`config.mk`:
```
export PLATFORM = sky130hd
export DESIGN_NAME = adma_chan
export DESIGN_NICKNAME = d
export VERILOG_FILES = /design/src/rtl/adma_pkg.sv /design/src/rtl/adma_regs.sv /design/src/rtl/adma_lane.sv /design/src/rtl/adma_engine.sv /design/src/rtl/adma_chan.sv
export SDC_FILE = /design/constraint.sdc
export NUM_CORES = 1
export LEC_CHECK = 0
export BUFFER_PORTS_ARGS = -buffer_cell sky130_fd_sc_hd__buf_2
export CORE_MARGIN = 2
export CORE_UTILIZATION = 45
export CTS_BUF_LIST = sky130_fd_sc_hd__clkbuf_4 sky130_fd_sc_hd__clkbuf_8
export DETAILED_ROUTE_END_ITERATION = 10
export GPL_ROUTABILITY_DRIVEN = 0
export PLACE_DENSITY = 0.66
export SLEW_MARGIN = 20
export SYNTH_ARGS = -nofsm -noshare
export SYNTH_HDL_FRONTEND = slang
export SYNTH_HIERARCHICAL = 1
export SYNTH_SLANG_ARGS = --single-unit
```
`constraint.sdc`:
```
create_clock -name clk -period 9.3 [get_ports clk]
set_input_delay 1.86 -clock clk [delete_from_list [all_inputs] [get_ports clk]]
set_output_delay 1.86 -clock clk [all_outputs]
set_load 0.01 [all_outputs]
```
`src/rtl/adma_pkg.sv`:
```
package adma_pkg;

    localparam int REG_AW = 4;

    localparam logic [REG_AW-1:0] RA_MODE   = 4'd0;
    localparam logic [REG_AW-1:0] RA_STAT   = 4'd1;
    localparam logic [REG_AW-1:0] RA_BASE_L = 4'd2;
    localparam logic [REG_AW-1:0] RA_BASE_H = 4'd3;
    localparam logic [REG_AW-1:0] RA_CSRC_L = 4'd4;
    localparam logic [REG_AW-1:0] RA_CSRC_H = 4'd5;
    localparam logic [REG_AW-1:0] RA_CDST_L = 4'd6;
    localparam logic [REG_AW-1:0] RA_CDST_H = 4'd7;
    localparam logic [REG_AW-1:0] RA_REMAIN = 4'd8;

    typedef enum logic [2:0] {
        S_IDLE, S_FETCH, S_CHECK, S_WAIT, S_READ, S_WRITE, S_SEGEND, S_HALT
    } chan_state_t;

    // stored mode fields, register bits [12:2]
    typedef struct packed {
        logic       pause_en;
        logic [3:0] bwc_lg;
        logic [1:0] hsize;
        logic       dst_hold;
        logic       src_hold;
        logic       err_ie;
        logic       eos_ie;
    } mode_t;

    function automatic logic [3:0] beat_bytes(input logic [1:0] code);
        return 4'd1 << code;
    endfunction

    // byte lane inside a big-endian 32-bit word for narrow beats
    function automatic logic [1:0] lane_offset(input logic [1:0] code);
        unique case (code)
            2'd0:    return 2'd3;
            2'd1:    return 2'd2;
            default: return 2'd0;
        endcase
    endfunction

endpackage

```
`src/rtl/adma_regs.sv`:
```
module adma_regs
    import adma_pkg::*;
#(
    parameter int AW = 36,
    parameter int CW = 32
) (
    input  logic              clk,
    input  logic              rst_n,
    input  logic              reg_wr,
    input  logic [REG_AW-1:0] reg_addr,
    input  logic [31:0]       reg_wdata,
    output logic [31:0]       reg_rdata,
    input  logic              ev_eos,
    input  logic              ev_pe,
    input  logic              ev_te,
    input  logic              busy,
    input  logic              halted,
    input  logic [AW-1:0]     cur_src,
    input  logic [AW-1:0]     cur_dst,
    input  logic [CW-1:0]     remain,
    output mode_t             mode,
    output logic              go,
    output logic              abort,
    output logic [AW-1:0]     ring_base,
    output logic              irq,
    output logic              eos_st,
    output logic              pe_st,
    output logic              te_st
);

    logic wr_mode, wr_stat, wr_bl, wr_bh;

    assign wr_mode = reg_wr && (reg_addr == RA_MODE);
    assign wr_stat = reg_wr && (reg_addr == RA_STAT);
    assign wr_bl   = reg_wr && (reg_addr == RA_BASE_L);
    assign wr_bh   = reg_wr && (reg_addr == RA_BASE_H);
    assign go      = wr_mode && reg_wdata[0];
    assign abort   = wr_mode && reg_wdata[1];

    always_ff @(posedge clk) begin
        if (!rst_n) begin
            mode      <= '0;
            ring_base <= '0;
            eos_st    <= 1'b0;
            pe_st     <= 1'b0;
            te_st     <= 1'b0;
        end else begin
            if (wr_mode) mode <= mode_t'(reg_wdata[12:2]);
            if (wr_bl)   ring_base[31:0]  <= reg_wdata[31:0];
            if (wr_bh)   ring_base[AW-1:32] <= reg_wdata[AW-33:0];
            // events win over a clear in the same cycle
            eos_st <= (eos_st & ~(wr_stat & reg_wdata[0])) | ev_eos;
            pe_st  <= (pe_st  & ~(wr_stat & reg_wdata[1])) | ev_pe;
            te_st  <= (te_st  & ~(wr_stat & reg_wdata[2])) | ev_te;
        end
    end

    assign irq = (eos_st & mode.eos_ie) | ((pe_st | te_st) & mode.err_ie);

    always_comb begin
        unique case (reg_addr)
            RA_MODE:   reg_rdata = {19'd0, mode, 2'b00};
            RA_STAT:   reg_rdata = {27'd0, halted, busy, te_st, pe_st, eos_st};
            RA_BASE_L: reg_rdata = ring_base[31:0];
            RA_BASE_H: reg_rdata = 32'(ring_base[AW-1:32]);
            RA_CSRC_L: reg_rdata = cur_src[31:0];
            RA_CSRC_H: reg_rdata = 32'(cur_src[AW-1:32]);
            RA_CDST_L: reg_rdata = cur_dst[31:0];
            RA_CDST_H: reg_rdata = 32'(cur_dst[AW-1:32]);
            RA_REMAIN: reg_rdata = 32'(remain);
            default:   reg_rdata = 32'd0;
        endcase
    end

endmodule

```
`src/rtl/adma_lane.sv`:
```
module adma_lane
    import adma_pkg::*;
#(
    parameter int AW = 36
) (
    input  logic [1:0]    hsize,
    input  logic          src_hold,
    input  logic          dst_hold,
    input  logic [AW-1:0] d_src,
    input  logic [AW-1:0] d_dst,
    output logic [AW-1:0] src_start,
    output logic [AW-1:0] dst_start,
    output logic [AW-1:0] src_step,
    output logic [AW-1:0] dst_step
);

    logic [AW-1:0] off, step;

    assign off       = AW'(lane_offset(hsize));
    assign step      = AW'(beat_bytes(hsize));
    assign src_start = src_hold ? d_src + off : d_src;
    assign dst_start = dst_hold ? d_dst + off : d_dst;
    assign src_step  = src_hold ? '0 : step;
    assign dst_step  = dst_hold ? '0 : step;

endmodule

```
`src/rtl/adma_engine.sv`:
```
module adma_engine
    import adma_pkg::*;
#(
    parameter int AW      = 36,
    parameter int DW      = 64,
    parameter int CW      = 32,
    parameter int DESC_LG = 5,
    parameter int BURST_W = 17
) (
    input  logic          clk,
    input  logic          rst_n,
    input  mode_t         mode,
    input  logic          go,
    input  logic          abort,
    input  logic [AW-1:0] ring_base,
    input  logic          ext_req,
    output logic          mem_req,
    output logic          mem_we,
    output logic [AW-1:0] mem_addr,
    output logic [1:0]    mem_size,
    output logic [DW-1:0] mem_wdata,
    input  logic [DW-1:0] mem_rdata,
    input  logic          mem_ready,
    input  logic          mem_err,
    output logic          ev_eos,
    output logic          ev_pe,
    output logic          ev_te,
    output logic          busy,
    output logic          halted,
    output logic [AW-1:0] cur_src,
    output logic [AW-1:0] cur_dst,
    output logic [CW-1:0] remain
);

    chan_state_t   state, state_nx;
    logic [1:0]    fidx;
    logic [AW-1:0] dptr, d_src, d_dst, d_next, src_p, dst_p;
    logic [AW-1:0] src_start, dst_start, src_step, dst_step;
    logic [CW-1:0] d_cnt;
    logic [BURST_W-1:0] burst_left;
    logic [DW-1:0] beat_data;
    logic [3:0]    bb;
    logic          done_ok, bad_desc, last_beat, burst_done, may_go;
    logic          unused_rd;

    assign unused_rd  = ^mem_rdata[DW-1:AW];
    assign bb         = beat_bytes(mode.hsize);
    assign done_ok    = mem_ready && !mem_err;
    assign bad_desc   = (d_cnt == '0) || (d_next[DESC_LG-1:0] != '0);
    assign last_beat  = remain <= CW'(bb);
    assign burst_done = burst_left <= BURST_W'(bb);
    assign may_go     = !mode.pause_en || ext_req;

    adma_lane #(.AW(AW)) u_lane (
        .hsize    (mode.hsize),
        .src_hold (mode.src_hold),
        .dst_hold (mode.dst_hold),
        .d_src    (d_src),
        .d_dst    (d_dst),
        .src_start(src_start),
        .dst_start(dst_start),
        .src_step (src_step),
        .dst_step (dst_step)
    );

    // next-state logic
    always_comb begin
        state_nx = state;
        unique case (state)
            S_IDLE:   if (go) state_nx = S_FETCH;
            S_FETCH:  if (mem_ready) state_nx = mem_err ? S_HALT :
                                                 (fidx == 2'd3) ? S_CHECK : S_FETCH;
            S_CHECK:  state_nx = bad_desc ? S_HALT : S_WAIT;
            S_WAIT:   if (may_go) state_nx = S_READ;
            S_READ:   if (mem_ready) state_nx = mem_err ? S_HALT : S_WRITE;
            S_WRITE:  if (mem_ready) state_nx = mem_err ? S_HALT :
                                                 last_beat ? S_SEGEND :
                                                 burst_done ? S_WAIT : S_READ;
            S_SEGEND: state_nx = S_FETCH;
            S_HALT:   if (go) state_nx = S_FETCH;
            default:  state_nx = S_IDLE;
        endcase
        if (abort) state_nx = S_IDLE;
    end

    // state register
    always_ff @(posedge clk) begin
        if (!rst_n) state <= S_IDLE;
        else        state <= state_nx;
    end

    // outputs
    always_comb begin
        mem_req   = 1'b0;
        mem_we    = 1'b0;
        mem_addr  = '0;
        mem_size  = mode.hsize;
        mem_wdata = '0;
        unique case (state)
            S_FETCH: begin
                mem_req  = 1'b1;
                mem_addr = dptr + AW'({fidx, 3'b000});
                mem_size = 2'd3;
            end
            S_READ: begin
                mem_req  = 1'b1;
                mem_addr = src_p;
            end
            S_WRITE: begin
                mem_req   = 1'b1;
                mem_we    = 1'b1;
                mem_addr  = dst_p;
                mem_wdata = beat_data;
            end
            default: ;
        endcase
        ev_eos = (state == S_SEGEND);
        ev_pe  = (state == S_CHECK) && bad_desc;
        ev_te  = mem_req && mem_ready && mem_err;
        busy   = (state != S_IDLE) && (state != S_HALT);
        halted = (state == S_HALT);
    end

    // datapath registers
    always_ff @(posedge clk) begin
        if (!rst_n) begin
            fidx       <= '0;
            dptr       <= '0;
            d_src      <= '0;
            d_dst      <= '0;
            d_next     <= '0;
            d_cnt      <= '0;
            src_p      <= '0;
            dst_p      <= '0;
            remain     <= '0;
            burst_left <= '0;
            beat_data  <= '0;
            cur_src    <= '0;
            cur_dst    <= '0;
        end else begin
            unique case (state)
                S_IDLE, S_HALT: if (go) begin
                    dptr <= ring_base;
                    fidx <= '0;
                end
                S_FETCH: if (done_ok) begin
                    unique case (fidx)
                        2'd0: d_src  <= mem_rdata[AW-1:0];
                        2'd1: d_dst  <= mem_rdata[AW-1:0];
                        2'd2: d_next <= mem_rdata[AW-1:0];
                        default: d_cnt <= mem_rdata[CW-1:0];
                    endcase
                    fidx <= fidx + 2'd1;
                end
                S_CHECK: begin
                    src_p  <= src_start;
                    dst_p  <= dst_start;
                    remain <= d_cnt;
                end
                S_WAIT: if (may_go) burst_left <= BURST_W'(1) << mode.bwc_lg;
                S_READ: begin
                    cur_src <= src_p;
                    if (done_ok) beat_data <= mem_rdata;
                end
                S_WRITE: begin
                    cur_dst <= dst_p;
                    if (done_ok) begin
                        remain     <= remain - CW'(bb);
                        burst_left <= burst_left - BURST_W'(bb);
                        src_p      <= src_p + src_step;
                        dst_p      <= dst_p + dst_step;
                    end
                end
                S_SEGEND: begin
                    dptr <= d_next;
                    fidx <= '0;
                end
                default: ;
            endcase
        end
    end

endmodule

```
`src/rtl/adma_chan.sv`:
```
module adma_chan
    import adma_pkg::*;
#(
    parameter int AW      = 36,
    parameter int DW      = 64,
    parameter int CW      = 32,
    parameter int DESC_LG = 5,
    parameter int BURST_W = 17
) (
    input  logic              clk,
    input  logic              rst_n,
    input  logic              reg_wr,
    input  logic [REG_AW-1:0] reg_addr,
    input  logic [31:0]       reg_wdata,
    output logic [31:0]       reg_rdata,
    input  logic              ext_req,
    output logic              mem_req,
    output logic              mem_we,
    output logic [AW-1:0]     mem_addr,
    output logic [1:0]        mem_size,
    output logic [DW-1:0]     mem_wdata,
    input  logic [DW-1:0]     mem_rdata,
    input  logic              mem_ready,
    input  logic              mem_err,
    output logic              irq
);

    mode_t         mode;
    logic          go, abort_p, busy_w, halted_w;
    logic          ev_eos, ev_pe, ev_te, eos_st, pe_st, te_st;
    logic [AW-1:0] ring_base, cur_src, cur_dst;
    logic [CW-1:0] remain;

    adma_regs #(.AW(AW), .CW(CW)) u_regs (
        .clk(clk), .rst_n(rst_n),
        .reg_wr(reg_wr), .reg_addr(reg_addr), .reg_wdata(reg_wdata), .reg_rdata(reg_rdata),
        .ev_eos(ev_eos), .ev_pe(ev_pe), .ev_te(ev_te),
        .busy(busy_w), .halted(halted_w),
        .cur_src(cur_src), .cur_dst(cur_dst), .remain(remain),
        .mode(mode), .go(go), .abort(abort_p), .ring_base(ring_base),
        .irq(irq), .eos_st(eos_st), .pe_st(pe_st), .te_st(te_st)
    );

    adma_engine #(.AW(AW), .DW(DW), .CW(CW), .DESC_LG(DESC_LG), .BURST_W(BURST_W)) u_eng (
        .clk(clk), .rst_n(rst_n),
        .mode(mode), .go(go), .abort(abort_p), .ring_base(ring_base), .ext_req(ext_req),
        .mem_req(mem_req), .mem_we(mem_we), .mem_addr(mem_addr), .mem_size(mem_size),
        .mem_wdata(mem_wdata), .mem_rdata(mem_rdata), .mem_ready(mem_ready), .mem_err(mem_err),
        .ev_eos(ev_eos), .ev_pe(ev_pe), .ev_te(ev_te),
        .busy(busy_w), .halted(halted_w),
        .cur_src(cur_src), .cur_dst(cur_dst), .remain(remain)
    );

endmodule

```
Yosys cells after proc, flatten, opt, wreduce, memory -nomap -nowiden
Cells that the tools add are included.
- input bits: 106
- flip-flop bits (word level): 488
- output and inout port bits: 137
- mux-type cells: 38
- shift operators: 2
- order comparisons: 2
- reductions and logical operators: 40
- add/sub/neg operators: 8
- bitwise logic cells: 18
- equal/unequal tests: 27
- operator list (operator ; count):
    32-bit case mux with 9 select lines ; 1
    36-bit case mux with 2 select lines ; 3
    36-bit 2-to-1 mux ; 5
    36-bit case mux with 3 select lines ; 1
    36-bit by 2-bit adder with 36-bit output ; 2
    36-bit by 4-bit adder with 36-bit output ; 2
    64-bit 2-to-1 mux ; 1
    32-bit case mux with 2 select lines ; 1
    36-bit by 5-bit adder with 36-bit output ; 1
    17-bit 2-to-1 mux ; 2
    17-bit case mux with 2 select lines ; 1
    32-bit by 4-bit less-or-equal comparator with 1-bit output ; 1
    32-bit zero test ; 1
    32-bit 2-to-1 mux ; 1
    32-bit by 4-bit subtractor with 32-bit output ; 1
    3-bit 2-to-1 mux ; 10
    3-bit case mux with 7 select lines ; 1
    3-bit AND reduction ; 6
    17-bit by 4-bit less-or-equal comparator with 1-bit output ; 1
    1-bit by 4-bit << shifter with 17-bit output, first input constant ; 1
    17-bit by 4-bit subtractor with 17-bit output ; 1
    4-bit by 3-bit equality test with 1-bit output, second input constant ; 4
    3-bit equality test, second input constant ; 4
    1-bit logical AND ; 11
    32 further kinds ; 72

Logic depth before layout (Yosys ltp)
Gate-level depths: netlist of the first run.
- depth after elaboration: 7
- depth in mapped cells: 14
- depth with buffers taken out: 14

Hierarchy
The synthesis of the first run kept the hierarchy.
- by module, submodules not included (module ; cells an instance ; times used ; seq. area each (µm²) ; area an instance (µm²)):
    adma_engine ; 3121 ; 1 ; 8768.4 ; 23207.3
    adma_regs ; 365 ; 1 ; 1001.0 ; 3090.5
    adma_lane ; 280 ; 1 ; 0.0 ; 1963.1

Worst setup path after synthesis of the first run
OpenSTA, ideal clock, no wires.
- path type: input to output
- start point: input port reg_addr[0]
- end point: output port reg_rdata[3]
- setup slack: 4.129 ns
- arrival time: 3.311 ns
- data required time: 7.440 ns
- cell stages on the path: 5
- cell sequence: clkbuf_1 -> or3b_2 -> a211oi_1 -> a2111oi_0 -> o41ai_1
- longest elaborated chain between the ends: 2
- ends and longest elaborated chain (element ; line ; source):
    from (decl) ; adma_chan.sv:13 ; input logic [REG_AW-1:0] reg_addr,
    4-bit equality test (tied with other cells) ; adma_regs.sv:61 ; unique case (reg_addr)
    32-bit case mux with 9 select lines * ; adma_regs.sv:61 ;
    to (decl) ; adma_chan.sv:15 ; output logic [31:0] reg_rdata,
Mark *: on every way between the ends. The rest lies on a longest branch, timed or not.

Worst setup path after layout of the first run
- start point: input port reg_addr[1]
- end point: output port reg_rdata[3]
The elaborated chain is that of the path after synthesis.

==> results.toml, run 1 <==
[status]
status = "finished clean"

[setup_path]
critical_path_class = "input port to output pin"
start_kind = "input port"
arrival_ns = 4.05
crit_path_end_kind = "output pin"
cp.required_ns = 7.44
path_max_fanout = 38

[floorplanning]
initial_core_util_pct = 45.6
die_area_mm2 = 0.0648
num_rows = 91
fp.coreArea_mm2 = 0.0619
die_w_um = 255
io_pins = 243
fp.dieH_um = 255

[global_routing]
groute.usage.overall_pct = 30.4
grt_max_degree = 214
grt_pass1_wl_mm = 151
antenna_found_initial = 6
grt_pass1_vias = 24871
grt-ovfl-total = 0

[sta]
maxSlewViolCount = 0
whs_ns = 0.449
fin_worst_skew_ns = 0.0408
setup_viol = 0
fmax_mhz = 169
post-route-period-util_pct = 63.5
hold_viol = 0
final.setup.tns_ns = 0
rsz0062_at_grt = "false"
tightestPinTransition_ns = 1.26
relSlewSlack_pct = 15.8
min_period_ns = 5.91

[job]
cap_violations = 0

[min_path]
hold_path_class = "flip-flop to flip-flop"

[placement]
dp.cells = 4625
io_buffers = 242
hpwl_mm = 72.6

[power]
vdd_drop_max_v = 0.000164
p_leak_uw = 0.0118
p_per_area_mw_per_mm2 = 220
p_total_uw = 6910

[cts]
cts_root_buf = "clkbuf_8"
cts_buffer_depth = 3
clock_latency_ns = 0.69
htreeDepth = 3
path_clk_slew_ns = 0.06
cts-resized-gates = 0
cts_buffers = 86
cts.hold.buffers_added = 0
clock_sinks = 488
post_cts_buffers = 0
cts_tree = "done"

[finish]
multi_input_area_mm2 = 0.0170
syn2layout_area_growth_pct = 11.1
layout-drive-gt1-share_pct = 12.9
final_cell_mix = "nand2_1, dfxtp_1, a21oi_1, nor2_1, buf_2"
n_fill_cell = 6253
nets = 4077
final_common_cell = "nand2_1"
fin_util_pct = 50.7
fin_cells = 4776
regArea_mm2 = 0.00977

[synthesis]
synth_cells = 3766
synth_xor_area_share_pct = 4.64
synth_compound_area_share_pct = 22.4
synth_area_mm2 = 0.0283
yosys.area_share.simple_pct = 25.0
synth_cell_type_count = 103
yosys_warnings = 6
synth-async-reset-ratio_pct = 0
ys.flop_type = "dfxtp_1"
synth_area_per_cell_um2 = 7.50
synth_top_family_by_area = "simple AND/OR/NAND/NOR gates"
ys_seq_elements = 488
synth-edff-count = 0
ys_seq_area_share_pct = 34.6
muxShareOfSynthArea_pct = 2.75
synth_fa_ha_area_share_pct = 4.39

[routing]
firstDrtPassIters = 6
ant_nets = 0
vias = 27662
post_drt_via_cell_ratio = 5.79
post-route-drc-count = 0
first_iter_violations = 3073
wl_per_cell_um = 21.3
drt_wl_total_mm = 102
-- stage by stage --
stage	area (um^2)	setup WS (ns)
after floorplan	28500	4.13
after CTS	31400	3.46
final	31400	3.39
after detailed placement	29600	3.46
after global placement	29600	3.46
after global routing	31400	3.23
-- final cells by class --
| type | instances | area share, % |
|---|---|---|
| Clock inverter | 8 | 0.171 |
| Multi-Input combinational cell | 2966 | 54.2 |
| Clock buffer | 141 | 5.64 |
| Tap cell | 837 | 3.34 |
| Antenna cell | 2 | 0.0159 |
| Sequential cell | 488 | 31.1 |
| Inverter | 58 | 0.733 |
| Timing Repair Buffer | 276 | 4.79 |
-- cells by family after synthesis --
logic type	count (synthesis)
XOR/XNOR	149
buffers and inverters	375
AND/OR/NAND/NOR	1588
multiplexers	66
AO/OA/AOI/OAI	1004
flip-flops	488
adder cells (fa/ha/maj)	95
other	1
-- synthesized netlist by cell type (all sizes together) (8+ instances only) --
master / n / share of area [%]
xor2: 49 / 1.5
or2: 12 / 0.27
nand2: 896 / 12
nand4: 53 / 1.2
o22ai: 17 / 0.38
ha: 88 / 3.9
a21o: 45 / 1.2
nand2b: 23 / 0.51
o21bai: 19 / 0.54
nand3: 67 / 1.2
a221oi: 11 / 0.36
nor2: 248 / 3.3
o21a: 15 / 0.40
mux4: 8 / 0.64
and3: 31 / 0.69
buf: 146 / 3.2
or3: 19 / 0.43
a22oi: 41 / 1.1
a21boi: 45 / 1.2
mux2: 13 / 0.52
a21oi: 440 / 7.8
a41oi: 8 / 0.27
clkbuf: 170 / 2.3
nor4: 27 / 0.60
mux2i: 45 / 1.6
a22o: 11 / 0.34
dfxtp: 488 / 35
a311oi: 64 / 2.0
o21ai: 141 / 2.5
inv: 58 / 0.77
xnor2: 100 / 3.1
nor3: 60 / 1.2
and4: 10 / 0.31
a211oi: 30 / 0.80
o211ai: 38 / 1.0
nor2b: 41 / 0.91
a31oi: 29 / 0.74
and2: 77 / 1.7
-- registers in the layout (all words and copies together), names as in the netlist, 36 cells and up --
name,flops
u_regs/ring_base,36
u_eng/d_src,36
u_eng/dst_p,36
u_eng/cur_dst,36
u_eng/beat_data,64
u_eng/src_p,36
u_eng/dptr,36
u_eng/cur_src,36
u_eng/d_dst,36
u_eng/d_next,36
-- routing by layer --
layer / vias up / global-route usage [%] / wire, um
met5: - / 0 / 0
met4: 0 / 13.0 / 4490
met3: 200 / 5.74 / 8030
met2: 1147 / 47.7 / 45700
met1: 13068 / 40.9 / 43500
li1: 13247 / - / -
-- power breakdown --
part | internal [uW] | switching, uW
clock | 1200 | 926
combinational | 758 | 1530
sequential | 2270 | 232
total | 4220 | 2690
-- path summary, 6_finish.rpt --
| check | startpoint | depth (start not counted) | slack [ns] | end |
|---|---|---|---|---|
| setup / recovery | reg_addr[1] | 7 | 3.39 | reg_rdata[3] |
| hold / removal | u_eng/beat_data[0]$_SDFFE_PN0P_ | 2 | 0.45 | u_eng/beat_data[0]$_SDFFE_PN0P_ |
| setup reg to reg | u_eng/state[1]$_SDFFE_PP0P_ | 10 | 4.98 | u_eng/dst_p[27]$_SDFFE_PN0P_ |
| hold reg to reg | u_eng/beat_data[0]$_SDFFE_PN0P_ | 2 | 0.45 | u_eng/beat_data[0]$_SDFFE_PN0P_ |
-- worst max-delay path, stage by stage --
cell and delay (ns):
buf_2 0.28, buf_4 0.55, nand2_1 0.27, o32ai_1 0.40, a2111oi_0 0.12, o41ai_1 0.35
buf_2 0.21
(Power assumes the default switching activity.)
==> run 2, diff against run 1 <==
--- a/config.mk
+++ b/config.mk
@@ -11,7 +11,7 @@
 export CTS_BUF_LIST = sky130_fd_sc_hd__clkbuf_4 sky130_fd_sc_hd__clkbuf_8
 export DETAILED_ROUTE_END_ITERATION = 10
 export GPL_ROUTABILITY_DRIVEN = 0
-export PLACE_DENSITY = 0.66
+export PLACE_DENSITY = 0.68
 export SLEW_MARGIN = 20
 export SYNTH_ARGS = -nofsm -noshare
 export SYNTH_HDL_FRONTEND = slang
==> constraint.sdc (replaced) <==
create_clock -name clk -period 4.85 [get_ports clk]
set_input_delay 0.97 -clock clk [delete_from_list [all_inputs] [get_ports clk]]
set_output_delay 0.97 -clock clk [all_outputs]
set_load 0.01 [all_outputs]
==> run 2 against run 1 <==
Routed wire length up 0.94%. Final cell count up 0.63%. Clock skew down 0.012 ns. Register-to-register slack worse by 3.8 ns. Flip-flop and latch count unchanged. Clock power up 91%. Combinational power up 97%.
==> results.toml, run 2 (synthesized netlist as in run 1, its figures left out) <==
[status]
status = "finished clean"

[setup_path]
crit_slowest_cell = "or4_1"
cp_cell_sequence = "ha_1 -> fa_1 -> nand3_1 -> or4_1 -> nor3_1 -> xnor2_1 -> o211ai_1 -> buf_2"
critical_path_class = "flip-flop to output pin"
path_max_fanout = 6
crit_path_end_kind = "output pin"
r2r_start = "u_regs/mode[2]$_SDFFE_PN0N_"
cp.required_ns = 3.88
reg2reg_to = "u_eng/src_p[31]$_SDFFE_PN0P_"
arrival_ns = 3.47
reg2regPathDepth = 12
r2r_setup_slack_ns = 1.18
start_kind = "flip-flop"
slowest_delay_ns = 0.77
critPathBufInv = 1
crit_family = "simple AND/OR/NAND/NOR gates"

[global_routing]
grt_max_degree = 193
antenna_found_initial = 4
grt-ovfl-total = 0
grt_pass1_vias = 25072
grt_pass1_wl_mm = 153
groute.usage.overall_pct = 30.8

[finish]
nets = 4102
final_cell_mix = "nand2_1, dfxtp_1, a21oi_1, nor2_1, buf_2"
fin_util_pct = 51.0
layout-drive-gt1-share_pct = 13.6
largest-register = "u_eng/beat_data"
final_cell_area_mm2 = 0.0316
n_fill_cell = 6151
final_common_cell = "nand2_1"
largest_reg_flops = 64
syn2layout_area_growth_pct = 11.7

[power]
vdd_drop_max_v = 0.000266
p_leak_uw = 0.0120
p_per_area_mw_per_mm2 = 422

[floorplanning]
die_area_mm2 = 0.0648
fp.coreArea_mm2 = 0.0619
die_w_um = 255
fp.dieH_um = 255
num_rows = 91
io_pins = 243
initial_core_util_pct = 45.6

[placement]
dp_slack_ns = 0.998
place_area_mm2 = 0.0297
io_buffers = 242
hpwl_mm = 73.5

[sta]
min_period_ns = 4.44
setup_viol = 0
fin_worst_skew_ns = 0.0289
tightestPinTransition_ns = 0.970
post-route-period-util_pct = 91.6
rsz0062_at_grt = "false"
final.setup.tns_ns = 0
worst_slack_ns = 0.407
hold_viol = 0
relSlewSlack_pct = 35.3
fmax_mhz = 225
maxSlewViolCount = 0

[min_path]
min_path_cells = 2
hold_path_class = "flip-flop to flip-flop"
holdPathEnd = "u_eng/beat_data[60]$_SDFFE_PN0P_"
holdCritStartpoint = "u_eng/beat_data[60]$_SDFFE_PN0P_"

[cts]
cts_buffers = 87
cts.hold.buffers_added = 0
cts-resized-gates = 0
cts_root_buf = "clkbuf_8"
htreeDepth = 3
clock_latency_ns = 0.70
clock_sinks = 488
cts_buffer_depth = 3
cts_tree = "done"
path_clk_slew_ns = 0.06
post_cts_buffers = 0

[routing]
vias = 27958
post-route-drc-count = 0
wl_per_cell_um = 21.4
post_drt_via_cell_ratio = 5.82
firstDrtPassIters = 7
drt_wl_total_mm = 103
first_iter_violations = 2951
ant_nets = 0

[job]
cap_violations = 0
## run 2: cell count changes in the layout (fill, tap and decap cells not counted), moves of 2 or more
| cell | delta |
|---|---|
| buf_4 | +24 |
| clkbuf_4 | -2 |
| clkbuf_8 | -4 |
| clkinv_2 | +12 |
| inv_6 | -2 |
## run 2: layout make-up
class	instances	area (um^2)	share of cell area [%]
clock buffers	135	1700	5.39
inverters	58	230	0.729
well taps	837	1050	3.32
flip-flops and latches	488	9770	30.9
diodes	2	5.00	0.0158
clock inverters	20	129	0.408
repair buffers	300	1680	5.33
multi-input cells	2966	17000	53.9
## run 2: worst max path at each step
stage	from	to	slack [ns]	depth (start not counted)
global route	u_eng/fidx[0]$_SDFFE_PN0P_	mem_addr[35]	0.25	8
CTS	u_eng/fidx[0]$_SDFFE_PN0P_	mem_addr[35]	0.49	8
global placement	reg_addr[3]	u_eng/dptr[10]$_SDFFE_PN0P_	1.05	10
floorplan	reg_addr[0]	reg_rdata[3]	1.46	5
finish	u_eng/fidx[0]$_SDFFE_PN0P_	mem_addr[35]	0.41	8
detailed placement	reg_addr[3]	u_eng/dptr[5]$_SDFFE_PN0P_	1.0	10
## run 2: tightest hold or removal path: cells and delay by family, from the launching register on
kind             cells  cell delay (ns)
flip-flops           1             0.30
AND/OR/NAND/NOR      1             0.05
AO/OA/AOI/OAI        1             0.05
## run 2: routing by layer
layer  vias up  global-route usage (%)  share of wire [%]
li1      13293                       -                  -
met1     13078                    41.7                 43
met2      1321                    46.3                 43
met3       260                    5.53                8.4
met4         6                    17.2                5.7
met5         -                       0              0.038
## run 2: stage by stage
stage / hold WS, ns / power [uW] / instances
3_5_place_dp: 0.442 / 9130 / 4649
4_1_cts: 0.451 / 13200 / 4804
6_report: 0.448 / 13300 / 4806
2_1_floorplan: 0.432 / 7860 / 3829
3_3_place_gp: 0.437 / 9090 / 4649
5_1_grt: 0.462 / 14000 / 4805
## run 2: report_power, final
group          switching (uW)  leakage, uW  internal [uW]
sequential                418      0.00394           4350
clock                    1810     0.000987           2240
combinational            3010      0.00704           1500
